[src/rtl/dt_pkg.sv]
package dt_pkg;
  typedef enum logic {
    SEL_RELOAD = 1'b0,
    SEL_CTRL   = 1'b1
  } wr_sel_e;

  localparam int CTRL_EN_BIT   = 0;
  localparam int CTRL_SRC_BIT  = 1;
  localparam int CTRL_PROT_BIT = 2;
  localparam int CTRL_BITS     = 3;
endpackage

[src/rtl/dt_regs.sv]
module dt_regs
  import dt_pkg::*;
#(
  parameter int CNT_W = 8
) (
  input  logic             clk,
  input  logic             rst,
  input  logic             wr_en,
  input  logic             wr_sel,
  input  logic [CNT_W-1:0] wr_data,
  output logic [CNT_W-1:0] reload,
  output logic             src_div2,
  output logic             protect_en,
  output logic             en_wr,
  output logic             en_val
);
  localparam logic [CNT_W-1:0] RELOAD_RST = CNT_W'(1);

  logic wr_reload, wr_ctrl;
  assign wr_reload = wr_en && (wr_sel_e'(wr_sel) == SEL_RELOAD);
  assign wr_ctrl   = wr_en && (wr_sel_e'(wr_sel) == SEL_CTRL);
  assign en_wr     = wr_ctrl;
  assign en_val    = wr_data[CTRL_EN_BIT];

  always_ff @(posedge clk) begin
    if (rst) begin
      reload     <= RELOAD_RST;
      src_div2   <= 1'b0;
      protect_en <= 1'b0;
    end else begin
      if (wr_reload && (wr_data != '0)) reload <= wr_data;
      if (wr_ctrl) begin
        src_div2   <= wr_data[CTRL_SRC_BIT];
        protect_en <= wr_data[CTRL_PROT_BIT];
      end
    end
  end

  assert_reload_nonzero_R2: assert property (@(posedge clk) disable iff (rst)
    reload != '0);
  assert_zero_write_kept_R2: assert property (@(posedge clk) disable iff (rst)
    (wr_reload && wr_data == '0) |=> $stable(reload));
endmodule

[src/rtl/dt_phase_timer.sv]
module dt_phase_timer #(
  parameter int CNT_W = 8
) (
  input  logic             clk,
  input  logic             rst,
  input  logic             cmd,
  input  logic             tick,
  input  logic [CNT_W-1:0] reload,
  output logic             gate_p_o,
  output logic             gate_n_o
);
  logic             cmd_d;
  logic             busy;
  logic [CNT_W-1:0] cnt;
  logic             edge_seen;

  assign edge_seen = (cmd != cmd_d);

  always_ff @(posedge clk) begin
    if (rst) begin
      cmd_d    <= 1'b0;
      busy     <= 1'b0;
      cnt      <= '0;
      gate_p_o <= 1'b1;
      gate_n_o <= 1'b1;
    end else begin
      gate_p_o <= ~(cmd_d & ~busy);
      gate_n_o <= ~(~cmd_d & ~busy);
      if (edge_seen) begin
        cmd_d <= cmd;
        cnt   <= reload;
        busy  <= (reload != '0);
      end else if (busy && tick) begin
        cnt <= cnt - 1'b1;
        if (cnt == CNT_W'(1)) busy <= 1'b0;
      end
    end
  end

  assert_busy_count_live_R3: assert property (@(posedge clk) disable iff (rst)
    busy |-> (cnt != '0));
  assert_busy_holds_off_R4: assert property (@(posedge clk) disable iff (rst)
    busy |=> (gate_p_o && gate_n_o));
  assert_retrigger_reload_R5: assert property (@(posedge clk) disable iff (rst)
    (edge_seen && busy) |=> (cnt == $past(reload)));
  assert_hold_without_tick_R6: assert property (@(posedge clk) disable iff (rst)
    (!edge_seen && !tick) |=> $stable(cnt));
  assert_no_overlap_R7: assert property (@(posedge clk) disable iff (rst)
    !(!gate_p_o && !gate_n_o));
endmodule

[src/rtl/dt_enable_ctrl.sv]
module dt_enable_ctrl #(
  parameter int PHASES      = 3,
  parameter int SYNC_STAGES = 2
) (
  input  logic              clk,
  input  logic              rst,
  input  logic              nmi_n,
  input  logic [PHASES-1:0] pad_p_i,
  input  logic [PHASES-1:0] pad_n_i,
  input  logic              protect_en,
  input  logic              en_wr,
  input  logic              en_val,
  output logic              out_en
);
  logic [SYNC_STAGES:0] nmi_sh;
  logic                 nmi_fall;
  logic                 shoot;

  always_ff @(posedge clk) begin
    if (rst) nmi_sh <= '1;
    else     nmi_sh <= {nmi_sh[SYNC_STAGES-1:0], nmi_n};
  end

  assign nmi_fall = nmi_sh[SYNC_STAGES] & ~nmi_sh[SYNC_STAGES-1];
  assign shoot    = protect_en & (|(~pad_p_i & ~pad_n_i));

  always_ff @(posedge clk) begin
    if (rst)                    out_en <= 1'b0;
    else if (nmi_fall || shoot) out_en <= 1'b0;
    else if (en_wr)             out_en <= en_val;
  end

  assert_enable_write_R8: assert property (@(posedge clk) disable iff (rst)
    (en_wr && !nmi_fall && !shoot) |=> (out_en == $past(en_val)));
  assert_nmi_clears_R9: assert property (@(posedge clk) disable iff (rst)
    nmi_fall |=> !out_en);
  assert_shoot_clears_R10: assert property (@(posedge clk) disable iff (rst)
    shoot |=> !out_en);
endmodule

[src/rtl/three_phase_deadtime.sv]
module three_phase_deadtime
  import dt_pkg::*;
#(
  parameter int PHASES = 3,
  parameter int CNT_W  = 8
) (
  input  logic              clk,
  input  logic              rst,
  input  logic              wr_en,
  input  logic              wr_sel,
  input  logic [CNT_W-1:0]  wr_data,
  input  logic              tick_raw,
  input  logic              tick_div2,
  input  logic [PHASES-1:0] phase_cmd,
  input  logic              nmi_n,
  input  logic [PHASES-1:0] pad_p_i,
  input  logic [PHASES-1:0] pad_n_i,
  output logic [PHASES-1:0] gate_p_o,
  output logic [PHASES-1:0] gate_n_o,
  output logic              gate_oe
);
  logic [CNT_W-1:0] reload;
  logic             src_div2, protect_en, en_wr, en_val, out_en;
  logic             tick;

  dt_regs #(.CNT_W(CNT_W)) u_regs (
    .clk(clk), .rst(rst), .wr_en(wr_en), .wr_sel(wr_sel), .wr_data(wr_data),
    .reload(reload), .src_div2(src_div2), .protect_en(protect_en),
    .en_wr(en_wr), .en_val(en_val)
  );

  assign tick = src_div2 ? tick_div2 : tick_raw;

  for (genvar g = 0; g < PHASES; g++) begin : g_phase
    dt_phase_timer #(.CNT_W(CNT_W)) u_timer (
      .clk(clk), .rst(rst), .cmd(phase_cmd[g]), .tick(tick), .reload(reload),
      .gate_p_o(gate_p_o[g]), .gate_n_o(gate_n_o[g])
    );
  end

  dt_enable_ctrl #(.PHASES(PHASES), .SYNC_STAGES(2)) u_enable (
    .clk(clk), .rst(rst), .nmi_n(nmi_n), .pad_p_i(pad_p_i), .pad_n_i(pad_n_i),
    .protect_en(protect_en), .en_wr(en_wr), .en_val(en_val), .out_en(out_en)
  );

  assign gate_oe = out_en;

  assert_reset_state_R1: assert property (@(posedge clk)
    $past(rst) |-> (!gate_oe && (&gate_p_o) && (&gate_n_o)));
endmodule

[config.mk]
export PLATFORM = sky130hd
export DESIGN_NAME = three_phase_deadtime
export DESIGN_NICKNAME = d
export VERILOG_FILES = /design/src/rtl/dt_pkg.sv /design/src/rtl/dt_regs.sv /design/src/rtl/dt_phase_timer.sv /design/src/rtl/dt_enable_ctrl.sv /design/src/rtl/three_phase_deadtime.sv
export SDC_FILE = /design/constraint.sdc
export NUM_CORES = 1
export LEC_CHECK = 0
export BUFFER_PORTS_ARGS = -buffer_cell sky130_fd_sc_hd__buf_2
export CORE_MARGIN = 2
export CORE_UTILIZATION = 60
export DETAILED_ROUTE_END_ITERATION = 10
export PLACE_DENSITY = 0.88
export REMOVE_ABC_BUFFERS = 1
export SETUP_SLACK_MARGIN = 0.3
export SLEW_MARGIN = 20
export SYNTH_ARGS = -nofsm -noshare
export SYNTH_HDL_FRONTEND = slang
export SYNTH_SLANG_ARGS = --single-unit
[constraint.sdc]
create_clock -name clk -period 2.4 [get_ports clk]
set_clock_uncertainty 0.1 [all_clocks]
set_input_delay 0.12 -clock clk [delete_from_list [all_inputs] [get_ports clk]]
set_output_delay 0.12 -clock clk [all_outputs]
set_load 0.03 [all_outputs]
==> results.sh <==
export IMPL_multi_input_area_um2=1310
export IMPL_antenna_found_initial=0
export IMPL_ir_drop_mv=0.514
export IMPL_hpwl_um=3380
export IMPL_cts_tree="yes"
export IMPL_dpl_cell_area_um2=2530
export IMPL_place_ws_ps=632
export IMPL_p_leak_nw=1.08
export IMPL_drc_errors=0
export IMPL_viasPerCell=5.76
export IMPL_numCtsBuffers=5
export IMPL_crit_arrival_ps=1980
export IMPL_area_delta_synth_final_pct=14.7
export IMPL_cts_sinks=50
export IMPL_run_status="complete, no violations"
export IMPL_drive_gt1_frac=0.183
export IMPL_hold_class="in2reg"
export IMPL_r2r_start="g_phase[2].u_timer.cmd_d"
export IMPL_grt_setup_unrepaired="no"
export IMPL_clk_latency_ps=300
export IMPL_reg2reg_to="g_phase[2].u_timer.cnt[5]"
export IMPL_htreeDepth=2
export IMPL_grt_util_all_layers=0.254
export IMPL_wl_per_cell_um=15.4
export IMPL_required_ps=2510
export IMPL_critPathKind="in2reg"
export IMPL_timing_hold_ws_ps=34.1
export IMPL_max_freq_mhz=534
export IMPL_grt_max_degree=33
export IMPL_nFillCells=262
export IMPL_ant_nets=0
export IMPL_wl_um=5320
export IMPL_diodes=0
export IMPL_fin_crit_sh=0.781
export IMPL_initial_core_util=0.613
export IMPL_io_pins=31
export IMPL_drtPass1Iterations=4
export IMPL_syn_area_um2=2410
export IMPL_via_count=1988
export IMPL_grt_pass1_wl_um=8450
export IMPL_routabilityCongestion=0.798
export IMPL_r2r_cells=3
export IMPL_ys_seq_elements=50
export IMPL_hold_buffers=12
export IMPL_slew_viol_final=0
export IMPL_worstSetupStartpointType="primary input"
export IMPL_powerDensity_nw_per_um2=657
export IMPL_setup_worst_path_end="g_phase[2].u_timer.cnt[5]"
export IMPL_hold_viol_final=0
export IMPL_port_buffers=30
export IMPL_cts_buffer_depth=2
export IMPL_nets=324
export IMPL_grt_ovfl_total=0
export IMPL_initialDrtViolationCount=126
export IMPL_rrSetupSlack_ps=660
export IMPL_clk_pin_slew_ps=90
export IMPL_core_region_area_um2=3940
export IMPL_postCtsSetupBuffers=0
export IMPL_fin_crit_ps=1870
export IMPL_die_y_um=67.4
export IMPL_fin_util=0.702
export IMPL_clock_root_buffer="clkbuf_8"
export IMPL_slew_headroom=0.290
export IMPL_yosys_most_used_dff="dfxtp_1"
export IMPL_tightest_slew_ps=1060
export IMPL_grt_pass1_vias=1861
export IMPL_fin_ws_ps=526
export IMPL_cp_max_fo=15
export IMPL_final_seq_area_um2=1000
export IMPL_avgSynthCellArea_um2=9.29
export IMPL_cts_resized=0
export IMPL_maxCapViolCount=0
export IMPL_async_flop_share=0
export IMPL_ys_warn_count=0
export IMPL_startpoint="phase_cmd[2]"
export IMPL_synth_edf_count=0
export IMPL_finalSetupTns_ps=0
export IMPL_fp_row_count=23
export IMPL_setup_viol=0
export IMPL_ys_types=39
export IMPL_synth_cells=260
export IMPL_ys_seq_area_frac=0.415
export IMPL_dieArea_um2=4550
export IMPL_design_area_um2=2770
export IMPL_critPathCaptureType="flip-flop"
export IMPL_die_x_um=67.4
[state kept, by name (all words and copies together), names as in the netlist, 3 cells and up]
signal,flops
g_phase.u_timer.gate_n_o,3
u_regs.reload,8
g_phase.u_timer.busy,3
g_phase.u_timer.gate_p_o,3
g_phase.u_timer.cnt,24
u_enable.nmi_sh,3
g_phase.u_timer.cmd_d,3
[per-stage QoR]
step	total power, W	instances
finish	0.00182	345
global route	0.00190	345
CTS	0.00181	344
detailed placement	0.00132	324
global placement	0.00130	324
floorplan	0.00121	243
[cell usage after synthesis (5+ instances only)]
| cell | instances | share of area |
|---|---|---|
| mux2i_1 | 11 | 0.046 |
| nor4_1 | 8 | 0.021 |
| dfxtp_1 | 50 | 0.41 |
| ha_1 | 6 | 0.031 |
| nor2b_1 | 6 | 0.016 |
| xor2_1 | 19 | 0.069 |
| a211oi_1 | 20 | 0.062 |
| clkbuf_1 | 6 | 0.0093 |
| nand2_1 | 15 | 0.023 |
| inv_1 | 6 | 0.0093 |
| xnor2_1 | 7 | 0.025 |
| nor2_1 | 40 | 0.062 |
| buf_4 | 7 | 0.022 |
| nand3_1 | 15 | 0.031 |
| a21oi_1 | 5 | 0.010 |
[kinds of logic after synthesis]
logic type      after synthesis  share of synthesized area
simple gates                110                      0.257
flops                        50                      0.415
compound gates               33                      0.100
xor+xnor                     26                     0.0943
buf+inv                      23                     0.0513
mux                          12                     0.0518
fa+ha+maj                     6                     0.0311
[cells in the final DEF, fill, tap and decap left out, types with 2 or more instances in the layout]
cell,count
buf_2,30
nand4_1,3
ha_1,6
xnor2_2,2
nor2_1,40
a21oi_1,5
inv_1,6
mux2i_1,11
or2_2,3
a22o_1,3
a211oi_1,20
nor2b_1,6
dlygate4sd3_1,13
nand4b_1,3
dfxtp_1,50
nand2_2,2
nand2_1,15
nor4_1,8
nor3b_1,2
xor2_1,19
xnor2_1,5
clkbuf_8,5
nor4b_4,3
or3_1,2
nand3_1,15
[layer usage]
layer,track usage,routed length [um]
met1,0.298,2180
met2,0.436,2780
met3,0.0583,236
met4,0.120,125
met5,0,0
[cell type report]
cell class | count | area share
multi-input cells | 187 | 0.471
inverters | 6 | 0.00813
clock buffers | 5 | 0.0249
repair buffers | 44 | 0.104
well taps | 50 | 0.0226
flip-flops and latches | 50 | 0.361
clock inverters | 3 | 0.00768
[how the worst min path moves through the flow]
stage	cells after the start	endpoint	start
floorplan	1	g_phase[0].u_timer.busy	rst
global placement	2	u_enable.nmi_sh[0]	nmi_n
global route	3	u_regs.src_div2	wr_sel
CTS	3	u_regs.reload[6]	wr_data[6]
finish	3	u_regs.src_div2	wr_en
detailed placement	2	u_enable.nmi_sh[0]	nmi_n
[report_power, final]
part / internal, W / switching [W]
registers: 0.000895 / 0.0000772
clock network: 0.000205 / 0.000282
logic: 0.000166 / 0.000193
total: 0.00127 / 0.000552
[critical path: stages]
cell and delay, ps:
dlygate4sd3_1 530, buf_2 140, xnor2_1 840, nor2_1 80
a211oi_1 270
Note: power is estimated with default switching activity, not from simulation.
